### src/rtl/prescale_pkg.sv
package prescale_pkg;

  typedef enum logic [2:0] {
    SEL_OFF      = 3'b000,
    SEL_DIV1     = 3'b001,
    SEL_DIV8     = 3'b010,
    SEL_DIV64    = 3'b011,
    SEL_DIV256   = 3'b100,
    SEL_DIV1024  = 3'b101,
    SEL_EXT_FALL = 3'b110,
    SEL_EXT_RISE = 3'b111
  } clk_sel_e;

  localparam int unsigned SEL_W    = 3;
  localparam int unsigned NUM_TAPS = 4;

  // Number of low counter bits that must be zero for each divided tap.
  function automatic int unsigned tap_shift(input int unsigned idx);
    case (idx)
      0:       return 3;
      1:       return 6;
      2:       return 8;
      default: return 10;
    endcase
  endfunction

endpackage

### src/rtl/psc_rst_sync.sv
module psc_rst_sync #(
  parameter int unsigned STAGES = 2
) (
  input  logic clk_i,
  input  logic rst_ni,
  output logic rst_no
);

  logic [STAGES-1:0] chain_q;
  logic [STAGES-1:0] chain_d;

  always_comb begin
    chain_d = {chain_q[STAGES-2:0], 1'b1};
  end

  always_ff @(posedge clk_i or negedge rst_ni) begin
    if (!rst_ni) chain_q <= '0;
    else         chain_q <= chain_d;
  end

  assign rst_no = chain_q[STAGES-1];

endmodule

### src/rtl/psc_counter.sv
module psc_counter
  import prescale_pkg::*;
#(
  parameter int unsigned CNT_W = 10
) (
  input  logic                clk_i,
  input  logic                rst_ni,
  input  logic                clr_i,
  output logic [NUM_TAPS-1:0] tick_o
);

  logic [CNT_W-1:0] cnt_q;
  logic [CNT_W-1:0] cnt_d;

  always_comb begin
    if (clr_i) cnt_d = '0;
    else       cnt_d = cnt_q + 1'b1;
  end

  always_ff @(posedge clk_i or negedge rst_ni) begin
    if (!rst_ni) cnt_q <= '0;
    else         cnt_q <= cnt_d;
  end

  for (genvar t = 0; t < NUM_TAPS; t++) begin : g_tap
    localparam int unsigned SH = tap_shift(t);
    assign tick_o[t] = (cnt_q[SH-1:0] == '0);
  end

  // the counter advances every clock unless cleared
  a_r5_free_run: assert property (@(posedge clk_i) disable iff (!rst_ni)
    !clr_i |=> cnt_q == $past(cnt_q) + 1'b1);

  // a clear strobe leaves the counter at zero
  a_r6_clear_zero: assert property (@(posedge clk_i) disable iff (!rst_ni)
    clr_i |=> tick_o == {NUM_TAPS{1'b1}});

endmodule

### src/rtl/psc_pin_edge.sv
module psc_pin_edge #(
  parameter int unsigned SYNC_STAGES = 2
) (
  input  logic clk_i,
  input  logic rst_ni,
  input  logic pin_i,
  output logic rise_o,
  output logic fall_o
);

  localparam int unsigned LAST = SYNC_STAGES - 1;

  logic [SYNC_STAGES-1:0] sync_q;
  logic [SYNC_STAGES-1:0] sync_d;
  logic                   prev_q;
  logic                   prev_d;

  always_comb begin
    sync_d = {sync_q[SYNC_STAGES-2:0], pin_i};
    prev_d = sync_q[LAST];
  end

  always_ff @(posedge clk_i or negedge rst_ni) begin
    if (!rst_ni) begin
      sync_q <= '0;
      prev_q <= 1'b0;
    end else begin
      sync_q <= sync_d;
      prev_q <= prev_d;
    end
  end

  assign rise_o = sync_q[LAST] & ~prev_q;
  assign fall_o = ~sync_q[LAST] & prev_q;

  // one detected edge never yields two consecutive strobes
  a_r9_single_rise: assert property (@(posedge clk_i) disable iff (!rst_ni)
    rise_o |=> !rise_o);
  a_r9_single_fall: assert property (@(posedge clk_i) disable iff (!rst_ni)
    fall_o |=> !fall_o);

endmodule

### src/rtl/psc_clk_mux.sv
module psc_clk_mux
  import prescale_pkg::*;
(
  input  logic                clk_i,
  input  logic                rst_ni,
  input  logic [SEL_W-1:0]    sel_i,
  input  logic [NUM_TAPS-1:0] tick_i,
  input  logic                rise_i,
  input  logic                fall_i,
  output logic                en_o
);

  clk_sel_e sel;
  logic     en_d;
  logic     en_q;

  assign sel = clk_sel_e'(sel_i);

  always_comb begin
    case (sel)
      SEL_OFF:      en_d = 1'b0;
      SEL_DIV1:     en_d = 1'b1;
      SEL_DIV8:     en_d = tick_i[0];
      SEL_DIV64:    en_d = tick_i[1];
      SEL_DIV256:   en_d = tick_i[2];
      SEL_DIV1024:  en_d = tick_i[3];
      SEL_EXT_FALL: en_d = fall_i;
      default:      en_d = rise_i;
    endcase
  end

  always_ff @(posedge clk_i or negedge rst_ni) begin
    if (!rst_ni) en_q <= 1'b0;
    else         en_q <= en_d;
  end

  assign en_o = en_q;

  // stopped channel gives no pulse
  a_r2_stopped: assert property (@(posedge clk_i) disable iff (!rst_ni)
    sel_i == 3'b000 |=> !en_o);

  // undivided selection pulses every cycle
  a_r3_every_clk: assert property (@(posedge clk_i) disable iff (!rst_ni)
    sel_i == 3'b001 |=> en_o);

  // rising mode without a detected rising edge gives no pulse
  a_r7_rise_only: assert property (@(posedge clk_i) disable iff (!rst_ni)
    (sel_i == 3'b111 && !rise_i) |=> !en_o);

  // falling mode without a detected falling edge gives no pulse
  a_r8_fall_only: assert property (@(posedge clk_i) disable iff (!rst_ni)
    (sel_i == 3'b110 && !fall_i) |=> !en_o);

endmodule

### src/rtl/shared_prescaler.sv
module shared_prescaler
  import prescale_pkg::*;
#(
  parameter int unsigned NCH         = 2,
  parameter int unsigned CNT_W       = 10,
  parameter int unsigned SYNC_STAGES = 2
) (
  input  logic                 clk_i,
  input  logic                 rst_ni,
  input  logic                 psc_clr_i,
  input  logic [NCH*SEL_W-1:0] sel_i,
  input  logic [NCH-1:0]       ext_pin_i,
  output logic [NCH-1:0]       cnt_en_o
);

  logic                rst_n;
  logic [NUM_TAPS-1:0] tick;

  psc_rst_sync #(.STAGES(2)) i_rst_sync (
    .clk_i  (clk_i),
    .rst_ni (rst_ni),
    .rst_no (rst_n)
  );

  psc_counter #(.CNT_W(CNT_W)) i_counter (
    .clk_i  (clk_i),
    .rst_ni (rst_n),
    .clr_i  (psc_clr_i),
    .tick_o (tick)
  );

  for (genvar c = 0; c < NCH; c++) begin : g_chan
    logic rise;
    logic fall;

    psc_pin_edge #(.SYNC_STAGES(SYNC_STAGES)) i_edge (
      .clk_i  (clk_i),
      .rst_ni (rst_n),
      .pin_i  (ext_pin_i[c]),
      .rise_o (rise),
      .fall_o (fall)
    );

    psc_clk_mux i_mux (
      .clk_i  (clk_i),
      .rst_ni (rst_n),
      .sel_i  (sel_i[c*SEL_W +: SEL_W]),
      .tick_i (tick),
      .rise_i (rise),
      .fall_i (fall),
      .en_o   (cnt_en_o[c])
    );
  end

  // outputs stay low while the internal reset is held
  a_r1_reset_quiet: assert property (@(posedge clk_i)
    !rst_n |=> cnt_en_o == '0 || rst_n);

endmodule

### config.mk
export PLATFORM = sky130hd
export DESIGN_NAME = shared_prescaler
export DESIGN_NICKNAME = d
export VERILOG_FILES = /design/src/rtl/prescale_pkg.sv /design/src/rtl/psc_rst_sync.sv /design/src/rtl/psc_counter.sv /design/src/rtl/psc_pin_edge.sv /design/src/rtl/psc_clk_mux.sv /design/src/rtl/shared_prescaler.sv
export SDC_FILE = /design/constraint.sdc
export NUM_CORES = 1
export LEC_CHECK = 0
export ABC_AREA = 1
export BUFFER_PORTS_ARGS = -buffer_cell sky130_fd_sc_hd__buf_2
export CAP_MARGIN = 20
export CORE_ASPECT_RATIO = 0.9
export CORE_MARGIN = 3
export CORE_UTILIZATION = 45
export DETAILED_ROUTE_END_ITERATION = 16
export PLACE_DENSITY_LB_ADDON = 0.1
export SYNTH_ARGS = -nofsm -noshare
export SYNTH_HDL_FRONTEND = slang
export SYNTH_HIERARCHICAL = 1
export SYNTH_SLANG_ARGS = --single-unit
### constraint.sdc
create_clock -name clk_i -period 1 [get_ports clk_i]
set_clock_uncertainty 0.15 [all_clocks]
set_input_delay 0.1 -clock clk_i [delete_from_list [all_inputs] [get_ports clk_i]]
set_output_delay 0.1 -clock clk_i [all_outputs]
set_load 0.05 [all_outputs]
==> impl_results.md <==
- Status: complete, but fails checks
- Violated checks: setup timing
- Distinct cell type count after synthesis: 18
- WHS Endpoint: i_counter/cnt_q[7]
- 1st-pass router iterations: 4
- Top_reg_cell synth: dfrtp_1
- CP max FO: 4
- Hold Worst Slack: roughly 0.00092 ns
- Final WS setup: -0.346 ns
- Layout cells sized above 1: 32.9%
- Vias/cell: approximately 4.7
- Io pins: 13
- Max frequency: 0.743 GHz
- Filler instances: 151
- Mapped Area: around 960 µm²
- Final hold vios: 0
- GR Util met1: between 20% and 30%
- Synthesis Warnings: 6
- Sequential element share of the synthesized area: 52.0%
- Post-Route WL: about 2100 µm
- Fin crit share: 135%
- Reg2reg setup slack: -0.35 ns
- Die ar.: 0.00273 mm²
- Post-layout nets: 175
- Worst flop-to-flop path endpoint: i_counter/cnt_q[8]
- CTS sink count: 20
- Most crowded layer after global routing: met2
- Most area-hungry cell type in the Yosys netlist: dfrtp_1
- CTS tree: done
- Reg clk slew, reported paths: 0.11 ns
- # DRC: 0
- Total grt overflow: 0
- Startpoint types: register
- Avg WL per Cell: around 11 µm
- Final setup viols: 12
- Setup WS pre-CTS: -0.377 ns
- Fin crit period: 1.35 ns
- Asr flop ratio synth: between 90% and 100%
- Largest net degree at the start of global routing: 19
- Cells after synthesis: between 100 and 150
- Worst Hold Class: primary input to register
- Clk root buf: clkbuf_4
- Syn avg cell area: 7.82 µm²
- Die width: 54.7 µm
- # diodes: 0
- CTS Buf Count: 3
- Largest cells by area after synthesis: dfrtp_1 52%, nand2_1 9.4%, nor2_1 9.4%
- CP arrival: between 1 and 1.5 ns
- Post-synth top area share: a little over half
- Antenna viol nets, final: 0
- Worst R2R Path Depth: 7
- Peak VDD IR: ~900 µV
- Post-Syn Nets: around 140
- Post-synth EDFFs: 0
- R2r startpoint: i_counter/cnt_q[1]
- Buffers on Ports: 12
- Final core occ: a little over two thirds
- Initial Util: between 40% and 50%
- DP HPWL: around 1500 µm
- Hold Path Depth: 4
- Met3 GRT Util: roughly 6.3%
- Kind of critical path: register to register
- Synth cell count leaders: 24 x nand2_1, 24 x nor2_1, 21 x inv_1
- Initial antenna violation count: 0
- Syn-to-layout area delta: 44.9%
- Leakage power: 0.715 nW
- Max-slew violations: 0
- Detailed Route Iter0 Violations: 8
- Vias in the first global route: just under 900
- H-Tree Depth: 1
- Crit. End Element: register
- Hold_sp: psc_clr_i
- Tot GR Track Use: between 10% and 20%
- Register bit total from synthesis: 20
- Clock Path Buffers: 2
- Vias: around 870
- RSZ-0062 raised after global routing: true
- Core Region: approximately 0.002 mm²
- RePlAce Congestion: around 0.79
- FP Rows: 15
- Power Dens Cells: around 1200 mW/mm²
- Clk_lat worst skew: roughly 0.3 ns
- M2 GR Usage: about a third
- Design Power: roughly 1.7 mW
- First-pass GRT wire length: around 3700 µm
- Die height: about 50 µm
- Data required, critical path: between 1 and 1.5 ns
- Max-cap viol count: 0
-- how the worst max path moves through the flow --
| stage | start | endpoint | cells after the start |
|---|---|---|---|
| after floorplan | i_counter/cnt_q[8] | g_chan[0].i_mux/en_o | 6 |
| after global placement | i_counter/cnt_q[8] | g_chan[1].i_mux/en_o | 6 |
| after detailed placement | i_counter/cnt_q[8] | g_chan[1].i_mux/en_o | 6 |
| after CTS | i_counter/cnt_q[0] | g_chan[1].i_mux/en_o | 8 |
| after global routing | i_counter/cnt_q[1] | i_counter/cnt_q[8] | 7 |
| final | i_counter/cnt_q[1] | i_counter/cnt_q[8] | 7 |
-- layout by cell type (no fill, tap or decap) --
master / n
ha_4: 2
buf_2: 10
o21ai_1: 3
clkbuf_8: 1
clkbuf_4: 3
conb_1: 1
nor3_4: 1
nand3_2: 1
nand4_1: 1
a21oi_1: 6
nor2_2: 4
inv_2: 4
nand2_1: 22
inv_1: 17
nand3_1: 8
nor2_1: 19
o21a_1: 1
or2_4: 1
nand3_4: 1
a21oi_2: 4
nor2_4: 3
dlygate4sd3_1: 9
nand2_4: 2
o21ai_0: 1
nand2_2: 1
buf_4: 13
buf_6: 2
dfrtp_1: 20
-- power by group --
group	leakage, nW	switching, mW	internal [mW]
Sequential	0.253	0.0197	0.845
Combinational	0.441	0.195	0.154
Clock	0.0210	0.240	0.222
Total	0.715	0.454	1.22
-- routing by layer --
layer / share of wire, % / vias to the layer above
li1: - / 455
met1: 42 / 397
met2: 54 / 14
met3: 3.1 / 2
met4: 0.56 / 0
met5: 0 / -
-- worst max-delay path: stages, from the launching register on --
cell and delay (ns):
dfrtp_1 0.39, buf_4 0.15, ha_4 0.15, nand2_4 0.06
nor2_4 0.15, nand3_1 0.09, nand2_1 0.07, nor2_1 0.05
-- cell families (layout without fill, tap and decap cells) --
logic type / after synthesis / after routing / synth area share (%)
AND/OR/NAND/NOR: 64 / 64 / 28.7
buffers and inverters: 21 / 59 / 8.19
flip-flops: 20 / 20 / 52.0
AO/OA/AOI/OAI: 15 / 15 / 8.06
adder cells (fa/ha/maj): 2 / 2 / 2.60
other: 1 / 1 / 0.390
-- per-stage QoR --
stage          instances  TNS, ns  area (µm²)
3_5_place_dp         172    -2.97        1160
2_1_floorplan        123    -1.55         982
4_1_cts              185    -3.22        1350
5_1_grt              186    -4.19        1390
6_report             186    -3.24        1390
3_3_place_gp         172    -2.70        1160
-- what timing repair did --
action / in CTS / in global routing
setup endpoints to repair: 13 / 14
cloned: 0 / 0
setup buffers: 1 / 0
pin swaps: 5 / 2
hold endpoints to repair: 9 / 3
hold buffers: 8 / 1
gates resized for setup: 20 / 8
-- final cells by class --
cell class / count / area [µm²] / area share [%]
clock buffer: 4 / 36.3 / 2.60
tap: 25 / 31.3 / 2.24
inverter: 21 / 78.8 / 5.66
multi-input combinational: 82 / 487 / 34.9
timing repair buffer: 34 / 260 / 18.7
sequential: 20 / 500 / 35.9
-- state kept, by name (all words and copies together), names as in the netlist --
| signal | cells |
|---|---|
| i_rst_sync/chain_q | 2 |
| g_chan.i_mux/en_o | 2 |
| i_counter/cnt_q | 10 |
| g_chan.i_edge/sync_q | 4 |
| g_chan.i_edge/prev_q | 2 |
No activity file was read; power rests on OpenSTA's default activity.
